**src/rtl/evt_frame_parser.sv**
```systemverilog
module evt_frame_parser #(
  parameter logic [3:0] LONE_CODE = 4'h8,
  parameter logic [3:0] HDR1_CODE = 4'h9,
  parameter logic [3:0] HDR2_CODE = 4'hA,
  parameter logic [3:0] TRL1_CODE = 4'hF,
  parameter logic [3:0] TRL2_CODE = 4'hE
) (
  input  logic        clk,
  input  logic        rst,
  input  logic        in_valid,
  output logic        in_ready,
  input  logic [15:0] in_word,
  output logic        out_valid,
  input  logic        out_ready,
  output logic [63:0] out_data,
  output logic        out_last,
  output logic        out_lone,
  output logic        out_err_frame,
  output logic        out_err_seq,
  output logic        out_err_match,
  output logic [23:0] ev_trig,
  output logic [11:0] ev_bxn,
  output logic [7:0]  ev_crate,
  output logic [3:0]  ev_board
);

  typedef enum logic [1:0] {S_IDLE, S_HDR, S_BODY, S_TRL} st_t;

  st_t         st, st_nx;
  logic [1:0]  cnt;
  logic [47:0] held;

  assign in_ready = !out_valid || out_ready;

  wire        take     = in_valid && in_ready;
  wire        grp_done = take && (cnt == 2'd3);
  wire [63:0] grp      = {in_word, held};
  wire [3:0]  code     = grp[15:12];
  wire        any_ctl  = grp[15] | grp[31] | grp[47] | grp[63];
  wire        same_nib = (grp[31:28] == code) && (grp[47:44] == code) && (grp[63:60] == code);
  wire        ctl      = any_ctl && same_nib;

  logic frm, seq, mat, last, lone, cap_h1, cap_h2;

  always_comb begin
    st_nx  = st;
    frm    = 1'b0;
    seq    = 1'b0;
    mat    = 1'b0;
    last   = 1'b0;
    lone   = 1'b0;
    cap_h1 = 1'b0;
    cap_h2 = 1'b0;
    if (any_ctl && !same_nib) begin
      frm   = 1'b1;
      last  = (st != S_IDLE);
      st_nx = S_IDLE;
    end else begin
      case (st)
        S_IDLE: begin
          if (ctl && code == HDR1_CODE) begin
            cap_h1 = 1'b1;
            st_nx  = S_HDR;
          end else if (ctl && code == LONE_CODE) begin
            cap_h1 = 1'b1;
            lone   = 1'b1;
            last   = 1'b1;
          end else begin
            seq = 1'b1;
          end
        end
        S_HDR: begin
          if (ctl && code == HDR2_CODE) begin
            cap_h2 = 1'b1;
            st_nx  = S_BODY;
          end else begin
            seq   = 1'b1;
            last  = 1'b1;
            st_nx = S_IDLE;
          end
        end
        S_BODY: begin
          if (ctl && code == TRL1_CODE) begin
            mat   = (grp[7:0] != ev_trig[7:0]);
            st_nx = S_TRL;
          end else if (ctl && (code == LONE_CODE || code == HDR1_CODE ||
                               code == HDR2_CODE || code == TRL2_CODE)) begin
            seq   = 1'b1;
            last  = 1'b1;
            st_nx = S_IDLE;
          end
        end
        default: begin
          last  = 1'b1;
          st_nx = S_IDLE;
          if (ctl && code == TRL2_CODE) mat = (grp[27:16] != {ev_crate, ev_board});
          else seq = 1'b1;
        end
      endcase
    end
  end

  always_ff @(posedge clk) begin
    if (rst) begin
      st            <= S_IDLE;
      cnt           <= 2'd0;
      held          <= '0;
      out_valid     <= 1'b0;
      out_data      <= '0;
      out_last      <= 1'b0;
      out_lone      <= 1'b0;
      out_err_frame <= 1'b0;
      out_err_seq   <= 1'b0;
      out_err_match <= 1'b0;
      ev_trig       <= '0;
      ev_bxn        <= '0;
      ev_crate      <= '0;
      ev_board      <= '0;
    end else begin
      if (take) begin
        cnt  <= cnt + 2'd1;
        held <= {in_word, held[47:16]};
      end
      if (grp_done) begin
        st            <= st_nx;
        out_valid     <= 1'b1;
        out_data      <= grp;
        out_last      <= last;
        out_lone      <= lone;
        out_err_frame <= frm;
        out_err_seq   <= seq;
        out_err_match <= mat;
        if (cap_h1) begin
          ev_trig <= {grp[27:16], grp[11:0]};
          ev_bxn  <= grp[59:48];
        end
        if (cap_h2) begin
          ev_crate <= grp[27:20];
          ev_board <= grp[19:16];
        end
      end else if (out_ready) begin
        out_valid <= 1'b0;
      end
    end
  end

endmodule


```
**config.mk**
```make
export PLATFORM = sky130hd
export DESIGN_NAME = evt_frame_parser
export DESIGN_NICKNAME = d
export VERILOG_FILES = /design/src/rtl/evt_frame_parser.sv
export SDC_FILE = /design/constraint.sdc
export NUM_CORES = 1
export LEC_CHECK = 0
export BUFFER_PORTS_ARGS = -buffer_cell sky130_fd_sc_hd__buf_2
export CAP_MARGIN = 20
export CORE_MARGIN = 1.5
export CORE_UTILIZATION = 30
export CTS_CLUSTER_SIZE = 8
export DETAILED_ROUTE_END_ITERATION = 7
export GPL_ROUTABILITY_DRIVEN = 0
export GPL_TIMING_DRIVEN = 0
export PLACE_DENSITY_LB_ADDON = 0.1
export SYNTH_ARGS = -nofsm -noshare
export SYNTH_HDL_FRONTEND = slang
export SYNTH_SLANG_ARGS = --single-unit
```
**constraint.sdc**
```tcl
create_clock -name clk -period 3 [get_ports clk]
set_clock_uncertainty 0.15 [all_clocks]
set_input_delay 0.45 -clock clk [delete_from_list [all_inputs] [get_ports clk]]
set_output_delay 0.45 -clock clk [all_outputs]
set_load 0.02 [all_outputs]
```
==> results, run 1 <==
- The share of synthesized area occupied by flip-flops and latches is 0.521.
- The data arrival at the endpoint of the critical path is 2950 ps.
- After detailed routing, the number of vias per cell comes to 4.72.
- VDD sags by at most 0.000355 V.
- Measured against its own limit, the worst slew margin works out to 0.483.
- The count of nets left with antenna violations once routing finished came out at 0.
- The synthesized netlist occupies a cell area of 6540 µm².
- Setup repair after global routing left no endpoint under its margin.
- From left edge to right edge, the die measures 151 µm.
- After synthesis, the netlist uses 47 different library cells.
- In the global route stage, overall resource usage came out at 0.193.
- The worst hold slack is 138 ps.
- The worst register-to-register path has a depth of 10.
- The capturing element type of the critical path is a flop.
- The die covers 22,700 µm².
- In this run the power density over the cells is 583 nW/µm².
- The worst-path maximum fanout is 10.
- The total via count after detailed routing is 5,853.
- The area added between synthesis and finish is 25.1%.
- The number of synthesized register bits is 170.
- The half-perimeter wire length of the detailed placement result is 15,400 µm.
- Entering global routing, the biggest net connects 17 pins.
- The share of synthesized area in the top cell type comes to 0.521.
- The average detailed-routed wire length per instance is 17.1 µm.
- For this run, the post-layout net count is 974.
- Synthesis produced a netlist whose cell count is 795.
- Input and output buffers added on the ports amount to 138.
- The post-synthesis area per instance is 8.22 µm².
- The total area inside the core boundary comes to 21,200 µm².
- The start-to-end type of the worst setup path is flop to flop.
- The final hold violation count came to 0.
- The number of antenna diodes in the final layout is 0.
- The cell row count is 53.
- The number of warning messages in the yosys log is 0.
- For this design, the sink count on the clock tree is 170.
- 139 I/O pins were placed.
- The post-route clock period utilization is 0.935.
- The final number of setup-violating endpoints is 0.
- The run finished with clean final reports.
- The clock reaches the later pin of the worst-skew pair after 430 ps.
- Of the total power, registers draw 0.488.
- The number of antenna violations at the first check in global routing was 0.
- The number of iterations in the first detailed-routing pass is 5.
- The data required time of the worst path is 3150 ps.
- The path type of the worst min-delay path is input pin to flop.
- For this configuration, the core starts out at a cell density of 0.308.
- The longest clock path from root to sink contains 2 buffers.
- The net switching power figure is 1.15 mW.
- The global-route wire length before repair is 32,400 µm.
- The combinational cell fraction of total power is 0.044.
- For the final routed database, the setup TNS stands at 0 ps.
- Measured on the finished design, the core utilization comes to 0.386.
- The count of flip-flops with a built-in enable after synthesis is 0.
- The number of global-route vias before repair is 5,551.
- The clock tree from TritonCTS is built.
- The transition at the pin with the smallest max-transition slack is 768 ps.
- Clock-pin slew was measured on the worst setup and hold paths at 70 ps.
- The dominant cell type by area after synthesis is dfxtp_1.
- The final critical path time including I/O delays and setup is 2810 ps.
- The fill cell instance count of the final layout is 2,255.
- Measured along the y axis, the die boundary spans 151 µm.
- The root cell of the clock tree is clkbuf_16.
- The max capacitance violation total is 0.
- The post-synth net total is 817.
- The overall overflow remaining after global route is 0.
- The hold path depth is 3.
- The predominant post-synthesis flop cell is dfxtp_1.
- The switching share of total power is 0.241.
- The reported leakage power is 3.41 nW.
- In the post-synthesis netlist, the biggest area contributors are dfxtp_1 (52%), nand2_1 (14%), a21oi_1 (9.9%), mux2i_1 (5.5%), clkbuf_1 (2.9%).
- The kind of launch point of the worst setup path is a flop.
- Internal power comes to 3.62 mW.
- The H-tree was split into 4 levels.
- The power share of the clock group is 0.468.
- Timing would allow up to 356 MHz.
- The pre-CTS setup slack is -20.8 ps.
- The async set-reset flop share out of synthesis is 0.
- After the first detailed-routing iteration, the DRC count stood at 363.
- The number of buffers created by CTS is 17.
- The worst path meets setup with 195 ps of slack.
- The fraction of final layout cells sized beyond drive strength 1 is 0.183.
- The routed wire length is 21,200 µm.
- The max-slew violation total from the final report came to 0.
- In the routed design, unresolved DRC markers number 0.
[cells in the mapped netlist, types with 2 or more instances]
cell type  instances
a21oi_1          129
o21ai_0           13
ha_1               2
nor3_1             2
o2bb2ai_1          3
nor4_1             2
nand2b_1           3
nand3_1           15
a2bb2oi_1          2
and2_1             3
dfxtp_1          170
o31ai_1            3
and3_1             2
nor3b_1            2
nand4_1            9
buf_2              5
nor2_1            46
and4_1             5
buf_1              3
o21ai_1            4
xnor2_1           21
mux2i_1           36
nand2_1          236
inv_1              6
clkbuf_1          51
[final timing paths]
check | from | to | slack [ps]
worst max-delay path | held[15] | ev_bxn[6] | 190
worst min-delay path | in_word[6] | out_data[54] | 140
worst max register to register | held[15] | ev_bxn[6] | 190
worst min register to register | out_data[5] | out_data[5] | 300
[cells in the final DEF (no fill, tap or decap), drive strengths merged, types with 15 or more instances in the layout]
| master | n |
|---|---|
| o21ai | 17 |
| nor2 | 46 |
| nand2 | 236 |
| xnor2 | 21 |
| nand3 | 15 |
| buf | 144 |
| dfxtp | 170 |
| a21oi | 129 |
| clkbuf | 73 |
| mux2i | 36 |
[flip-flops by register name, summed over array words and instances, names as in the netlist, 2 cells and up]
signal	flops
out_data	64
held	48
ev_crate	8
ev_bxn	12
cnt	2
st	2
ev_board	4
ev_trig	24
[power groups by stage]
stage	registers [mW]	logic (mW)	clock network (mW)
floorplan	2.36	0.125	0
global placement	2.38	0.212	0
detailed placement	2.38	0.212	0
CTS	2.33	0.213	2.29
global route	2.33	0.234	2.39
finish	2.33	0.209	2.24
[cells by family after synthesis]
kind of cell	after synthesis	share of synthesized area
buf+inv	65	0.0383
simple gates	331	0.211
xor+xnor	21	0.0281
flops	170	0.521
compound gates	170	0.144
mux	36	0.0551
fa+ha+maj	2	0.00383
[metal layers]
layer	GRT usage	routed length [µm]
met5	0	0
met4	0.0587	335
met3	0.0397	949
met2	0.314	9920
met1	0.255	10000
[repair_timing]
| action | 4_1_cts | 5_1_grt |
|---|---|---|
| hold endpoints to repair | 0 | 0 |
| setup endpoints to repair | 10 | 30 |
| resized for setup | 1 | 5 |
| setup buffers | 0 | 0 |
| hold buffers | 0 | 0 |
[final cells by class]
class                      count  area (µm²)  share of cell area
buffer                        59         241              0.0295
clock buffer                  20         457              0.0558
clock inverter                12         139              0.0170
inverter                       6        22.5             0.00275
multi-input combinational    560        2880               0.353
sequential                   170        3400               0.416
tap                          275         344              0.0421
timing repair buffer         138         691              0.0844
[worst max-delay path, stage by stage, from the launching register on]
cell and delay (ps):
dfxtp_1 330, clkbuf_1 240, inv_1 110, ha_1 160, or3b_2 520, and4_1 230, nand4_1 110, clkbuf_4 260
buf_4 280, mux2i_1 210, nor2_1 60
[per-stage QoR]
stage	power, mW	instance area, µm²	std cells
floorplan	2.49	6540	795
global placement	2.59	7570	1208
detailed placement	2.59	7570	1208
CTS	4.83	8170	1240
global route	4.95	8180	1240
finish	4.77	8180	1240
Note: power is estimated with default switching activity, not from simulation.
==> inputs of run 2 (changes only) <==
--- a/config.mk
+++ b/config.mk
@@ -13,7 +13,8 @@
 export DETAILED_ROUTE_END_ITERATION = 7
 export GPL_ROUTABILITY_DRIVEN = 0
 export GPL_TIMING_DRIVEN = 0
-export PLACE_DENSITY_LB_ADDON = 0.1
+export MAX_ROUTING_LAYER = met4
+export PLACE_DENSITY_LB_ADDON = 0.12
 export SYNTH_ARGS = -nofsm -noshare
 export SYNTH_HDL_FRONTEND = slang
 export SYNTH_SLANG_ARGS = --single-unit
==> run 2 against run 1 <==
Non-clock buffer count unchanged. Global-route usage up 0.57 points. Critical path depth unchanged. Critical path type unchanged. Critical endpoint is now ev_trig[11]. Largest cell class unchanged.
==> results, run 2 (same netlist as run 1, synthesis figures left out) <==
- The overall overflow remaining after global route is 0 (unchanged).
- Most frequent cells in the layout: nand2_1 (236), dfxtp_1 (170), buf_2 (139) (unchanged).
- The via-per-instance ratio came to 4.75 (was 4.72).
- The buffering stage count on the worst path with inverters included is 4 (unchanged).
- The root cell of the clock tree is clkbuf_16 (unchanged).
- The fraction of final layout cells sized beyond drive strength 1 is 0.184 (was 0.183).
- The starting density of the core came to 0.308 (unchanged).
- The flip-flop count of the largest register after layout is 64 (unchanged).
- The number of buffers added to fix hold violations after cts was 0 (unchanged).
- The combinational cell fraction of total power is 0.043 (was 0.044).
- The number of levels the H-tree was split into is 4 (unchanged).
- The start-to-end type of the worst setup path was flop to flop (unchanged).
- The max-slew violation total from the final report is 0 (unchanged).
- The relative slew slack came to 0.450 (was 0.483).
- The final hold violation count is 0 (unchanged).
- The largest stage delay on the critical path is 520 ps (about the same).
- The number of buffers created by CTS is 17 (unchanged).
- The largest net degree at the start of global routing came to 17 (unchanged).
- By instance count, the cell type seen most on the critical path is clkbuf_4.
- The worst-path maximum fanout was 10 (unchanged).
- The worst hold slack came to 128 ps (was 138 ps).
- The number of sinks on the clock net was 170 (unchanged).
- The net switching power figure was 1.19 mW (was 1.15 mW).
- The number of top-level pins is 139 (unchanged).
- The kind of launch point of the worst setup path is a flop (unchanged).
- The cell count after placement is 1,208 (unchanged).
- The areal power density over the cells is 596 nW/µm² (was 583 nW/µm²).
- The worst-case setup margin in the final layout is 246 ps (was 195 ps).
- The final critical path time including I/O delays and setup is 2750 ps (was 2810 ps).
- The antenna diode count is 0 (unchanged).
- The final instance count without filler cells is 1,240 (unchanged).
- The number of antenna violations at the first check in global routing is 0 (unchanged).
- The transition at the pin with the smallest max-transition slack is 817 ps (was 768 ps).
- Result of the run: finished, final reports clean (unchanged).
- The internal power was 3.70 mW (was 3.62 mW).
- The data arrival at the endpoint of the critical path is 2910 ps (was 2950 ps).
- The reported leakage power is 3.44 nW (was 3.41 nW).
- The routed wire length is 21,300 µm (was 21,200 µm).
- The switching share of total power is 0.244 (was 0.241).
- The proportion of power drawn by flip-flops and latches came to 0.475 (was 0.488).
- The number of global-route vias before repair is 5,539 (was 5,551).
- The average detailed-routed wire length per instance is 17.1 µm (about the same).
- The max capacitance violation total is 0 (unchanged).
- The half-perimeter wire length of the detailed placement result is 15,200 µm (was 15,400 µm).
- The area added between synthesis and finish is 25.6% (was 25.1%).
- The power share of the clock group is 0.482 (was 0.468).
- The post-detailed-route count of antenna-violating nets was 0 (unchanged).
- The number of port buffers is 138 (unchanged).
- The path type of the worst min-delay path was input pin to flop (unchanged).
- The number of buffers on the longest clock path is 2 (unchanged).
- The capturing element type of the critical path is a flop (unchanged).
- Setup repair after global routing missed its margin: no (unchanged).
- The most common cell after layout, fill and taps aside is nand2_1 (unchanged).
- The post-layout net count was 974 (unchanged).
- The number of iterations in the first detailed-routing pass was 5 (unchanged).
- The final cell utilization of the core is 0.387 (was 0.386).
- The clock input transition at the sequential cells of the worst setup and hold paths is 70 ps (about the same).
- The post-route clock period utilization is 0.918 (was 0.935).
- Worst path cell trace: clkbuf_1, inv_1, ha_1, or3b_2, and4_1, nand4_1, clkbuf_4, clkbuf_4, mux2i_1, nor2_1 (was clkbuf_1, inv_1, ha_1, or3b_2, and4_1, nand4_1, clkbuf_4, buf_4, mux2i_1, nor2_1).
- The cell row count is 53 (unchanged).
- The die outline area is 22,700 µm² (unchanged).
- The data required time of the worst path is 3160 ps (was 3150 ps).
- The vertical extent of the die is 151 µm (unchanged).
- The clock tree from TritonCTS is built (unchanged).
- The pre-CTS setup slack was -46.1 ps (was -20.8 ps).
- The register with the most flip-flops is out_data (unchanged).
- The cell type group with the largest total delay on the critical path is simple AND/OR/NAND/NOR gates (unchanged).
- The width of the chip is 151 µm (unchanged).
- The global-route wire length before repair is 32,600 µm (was 32,400 µm).
- The total negative slack for setup checks was 0 ps (unchanged).
- The violation count after the first detailed-routing iteration is 361 (was 363).
- Largest regs: out_data x64, held x48, ev_trig x24 (unchanged).
- The overall routing resource usage is 0.198 (was 0.193).
- The final number of setup-violating endpoints was 0 (unchanged).
- The slowest stage cell on the critical path is or3b_2 (unchanged).
- The total via count after detailed routing was 5,895 (was 5,853).
- The final routed DRC violation total is 0 (unchanged).
- The core footprint is 21,200 µm² (unchanged).
- The maximum operating frequency is 363 MHz (was 356 MHz).
- The clock latency reported for the late side of the worst-skew pair is 430 ps (about the same).
- The peak ir drop on the vdd network is 0.000360 V (was 0.000355 V).
-- run 2: cell types whose count changed in the layout (fill, tap and decap cells not counted), sizes merged --
cell and delta:
bufinv +1, clkinv +2, clkinvlp -4, clkbuf -2
inv +3
-- run 2: worst register-to-register path: stages (launching register included) --
cell and delay, ps:
dfxtp_1 330, clkbuf_1 220, inv_1 100, ha_1 140
or3b_2 520, and4_1 230, nand4_1 120, clkbuf_4 260
clkbuf_4 300, mux2i_1 210, nor2_1 50
-- run 2: through the flow --
step	instance area, µm²	power, mW
after floorplan	6540	2.49
after global placement	7570	2.59
after detailed placement	7570	2.59
after CTS	8200	4.95
after global routing	8210	5.05
final	8210	4.89
-- run 2: power by group through the flow --
stage	clock, mW	combinational [mW]	sequential [mW]
global placement	0	0.211	2.38
global route	2.49	0.233	2.33
finish	2.36	0.209	2.33
floorplan	0	0.125	2.36
CTS	2.41	0.212	2.33
detailed placement	0	0.210	2.38
-- run 2: final timing paths --
| path | startpoint | end | slack [ps] | depth (start not counted) |
|---|---|---|---|---|
| worst min-delay path | in_word[8] | held[40] | 130 | 3 |
| worst max-delay path | held[15] | ev_trig[11] | 250 | 10 |
| worst min register to register | out_data[8] | out_data[8] | 300 | 2 |
| worst max register to register | held[15] | ev_trig[11] | 250 | 10 |
-- run 2: final cells by class --
type	instances	area [µm²]
fill	2269	13000
clock buffer	18	439
inverter	6	22.5
sequential	170	3400
timing repair buffer	138	691
clock inverter	14	186
tap	275	344
buffer	59	241
multi-input combinational	560	2880
-- run 2: what timing repair did --
| item | in CTS | in global routing |
|---|---|---|
| buffers inserted | 0 | 0 |
| setup endpoints to repair | 10 | 29 |
| cloned | 0 | 0 |
| gates resized for setup | 1 | 5 |
-- run 2: routing by layer --
metal / track usage / part of all wire / up-vias
met5: - / 0 / -
met2: 0.314 / 0.47 / 142
li1: - / - / 2982
met1: 0.255 / 0.47 / 2751
met3: 0.0358 / 0.045 / 20
met4: 0.0660 / 0.017 / 0
==> inputs of run 3 (changes only) <==
--- a/config.mk
+++ b/config.mk
@@ -8,7 +8,7 @@
 export BUFFER_PORTS_ARGS = -buffer_cell sky130_fd_sc_hd__buf_2
 export CAP_MARGIN = 20
 export CORE_MARGIN = 1.5
-export CORE_UTILIZATION = 30
+export CORE_UTILIZATION = 35
 export CTS_CLUSTER_SIZE = 8
 export DETAILED_ROUTE_END_ITERATION = 7
 export GPL_ROUTABILITY_DRIVEN = 0
==> run 3 against run 2 <==
The run now ends with DRC left. Count of clock-buffer cells in the layout rose by 2. Sequential power barely moved. Die area fell by 14%. Clock power fell by 6%. Global-route usage rose by 1.7 points. Critical path type unchanged. Critical endpoint is now ev_bxn[8]. Largest power group is now sequential cells.
==> results, run 3 (same netlist as run 1, synthesis figures left out) <==
- The number of iterations in the first detailed-routing pass is 7 (was 5).
- Most frequent cells in the layout: nand2_1 (236), dfxtp_1 (170), buf_2 (139) (unchanged).
- The max capacitance violation total is 0 (unchanged).
- The clock tree from TritonCTS was built (unchanged).
- The relative slew slack came to 0.486 (was 0.450).
- The vertical extent of the die is 140 µm (was 151 µm).
- The clock latency reported for the late side of the worst-skew pair is 430 ps (about the same).
- The reported leakage power is 3.43 nW (was 3.44 nW).
- The largest net degree at the start of global routing is 17 (unchanged).
- The total via count after detailed routing was 5,916 (was 5,895).
- The half-perimeter wire length of the detailed placement result came to 14,500 µm (was 15,200 µm).
- The number of buffers created by CTS is 17 (unchanged).
- The post-detailed-route count of antenna-violating nets was 0 (unchanged).
- The number of levels the H-tree was split into is 4 (unchanged).
- The number of top-level pins is 139 (unchanged).
- The register with the most flip-flops is out_data (unchanged).
- The average detailed-routed wire length per instance is 17.0 µm (was 17.1 µm).
- The number of sinks on the clock net came to 170 (unchanged).
- The areal power density over the cells is 586 nW/µm² (was 596 nW/µm²).
- The cell row count was 49 (was 53).
- The most common cell after layout, fill and taps aside is nand2_1 (unchanged).
- The capturing element type of the critical path is a flop (unchanged).
- The number of buffers on the longest clock path is 2 (unchanged).
- The maximum operating frequency is 364 MHz (was 363 MHz).
- The final number of setup-violating endpoints is 0 (unchanged).
- The final critical path time including I/O delays and setup was 2750 ps (about the same).
- The core footprint was 18,100 µm² (was 21,200 µm²).
- The number of global-route vias before repair is 5,467 (was 5,539).
- The global-route wire length before repair is 31,200 µm (was 32,600 µm).
- The cell count after placement is 1,162 (was 1,208).
- The die outline area is 19,500 µm² (was 22,700 µm²).
- The post-layout net count was 974 (unchanged).
- The via-per-instance ratio is 4.95 (was 4.75).
- The transition at the pin with the smallest max-transition slack is 763 ps (was 817 ps).
- The starting density of the core came to 0.360 (was 0.308).
- The routed wire length was 20,300 µm (was 21,300 µm).
- The root cell of the clock tree was clkbuf_16 (unchanged).
- The final hold violation count came to 0 (unchanged).
- The worst-path maximum fanout is 10 (unchanged).
- The path type of the worst min-delay path is input pin to flop (unchanged).
- Largest regs: out_data x64, held x48, ev_trig x24 (unchanged).
- The number of setup buffers added after CTS is 0 (unchanged).
- The start-to-end type of the worst setup path was flop to flop (unchanged).
- The number of port buffers is 138 (unchanged).
- The width of the chip is 140 µm (was 151 µm).
- The data arrival at the endpoint of the critical path is 2900 ps (was 2910 ps).
- The final instance count without filler cells was 1,194 (was 1,240).
- Result of the run: finished, violations left (was finished, final reports clean).
- The checks that failed: DRC.
- The overall routing resource usage came to 0.215 (was 0.198).
- The peak ir drop on the vdd network is 0.000452 V (was 0.000360 V).
- The overall overflow remaining after global route was 0 (unchanged).
- The clock input transition at the sequential cells of the worst setup and hold paths is 60 ps (was 70 ps).
- The data required time of the worst path is 3150 ps (was 3160 ps).
- The kind of launch point of the worst setup path is a flop (unchanged).
- The max-slew violation total from the final report came to 0 (unchanged).
- The flip-flop count of the largest register after layout is 64 (unchanged).
- The violation count after the first detailed-routing iteration is 406 (was 361).
- The area added between synthesis and finish came to 24.3% (was 25.6%).
- Setup repair after global routing missed its margin: no (unchanged).
- The post-route clock period utilization is 0.917 (was 0.918).
- The final routed DRC violation total is 20 (was 0).
- The fraction of final layout cells sized beyond drive strength 1 was 0.183 (was 0.184).
- The number of buffers added to fix hold violations after cts is 0 (unchanged).
- The final cell utilization of the core is 0.448 (was 0.387).
- The number of antenna violations at the first check in global routing is 0 (unchanged).
run 3: cell count changes in the layout (fill, tap and decap cells not counted):
cell | before | now
inv_6 | 5 | 1
buf_4 | 1 | 0
clkbuf_1 | 51 | 52
clkbuf_2 | 0 | 1
clkbuf_4 | 2 | 3
clkinv_2 | 2 | 3
clkinv_4 | 0 | 1
clkinv_8 | 1 | 0
clkinvlp_4 | 2 | 3
diode_2 | 0 | 1
inv_8 | 1 | 0
run 3: worst max-delay path, stage by stage, from the launching register on:
cell and delay (ps):
dfxtp_1 330, clkbuf_2 210, inv_1 90, ha_1 150
or3b_2 520, and4_1 230, nand4_1 110, clkbuf_4 260
clkbuf_4 300, mux2i_1 210, nor2_1 60
run 3: power breakdown:
part	switching (mW)	internal [mW]	leakage, nW
sequential	0.0407	2.28	1.37
clock	0.903	1.33	0.282
combinational	0.148	0.0598	1.77
total	1.09	3.67	3.43
run 3: layout make-up:
type / instances / area, µm²
Timing Repair Buffer: 138 / 691
Clock buffer: 20 / 447
Fill cell: 1874 / 10000
Inverter: 6 / 22.5
Clock inverter: 11 / 145
Buffer: 59 / 243
Tap cell: 229 / 287
Antenna cell: 1 / 2.50
Sequential cell: 170 / 3400
Multi-Input combinational cell: 560 / 2880
run 3: path summary, 6_finish.rpt:
kind                     from           to  slack, ps  depth (start not counted)
hold / removal     in_word[2]     held[34]        130                          3
setup / recovery     held[15]    ev_bxn[8]        250                         10
hold reg to reg   out_data[6]  out_data[6]        300                          2
setup reg to reg     held[15]    ev_bxn[8]        250                         10
run 3: layer usage:
metal,vias up,GRT usage,part of all wire,wire length (µm)
li1,2967,-,-,-
met1,2768,0.282,0.47,9520
met2,158,0.339,0.47,9460
met3,23,0.0420,0.050,1010
met4,0,0.0593,0.015,313
met5,-,-,0,0
run 3: through the flow:
step	instance area [µm²]	setup TNS (ps)	setup WS, ps	total power [mW]	hold WS (ps)
6_report	8120	0	250	4.76	132
5_1_grt	8120	0	58.7	4.92	134
4_1_cts	8110	0	60.0	4.80	124
3_5_place_dp	7510	-314	-40.7	2.58	294
3_3_place_gp	7510	-300	-37.6	2.58	292
2_1_floorplan	6540	0	510	2.49	290
run 3: timing repair:
action                                  4_1_cts  5_1_grt
endpoints found under the setup margin       10       31
cloned                                        0        0
resized for setup                             1        6
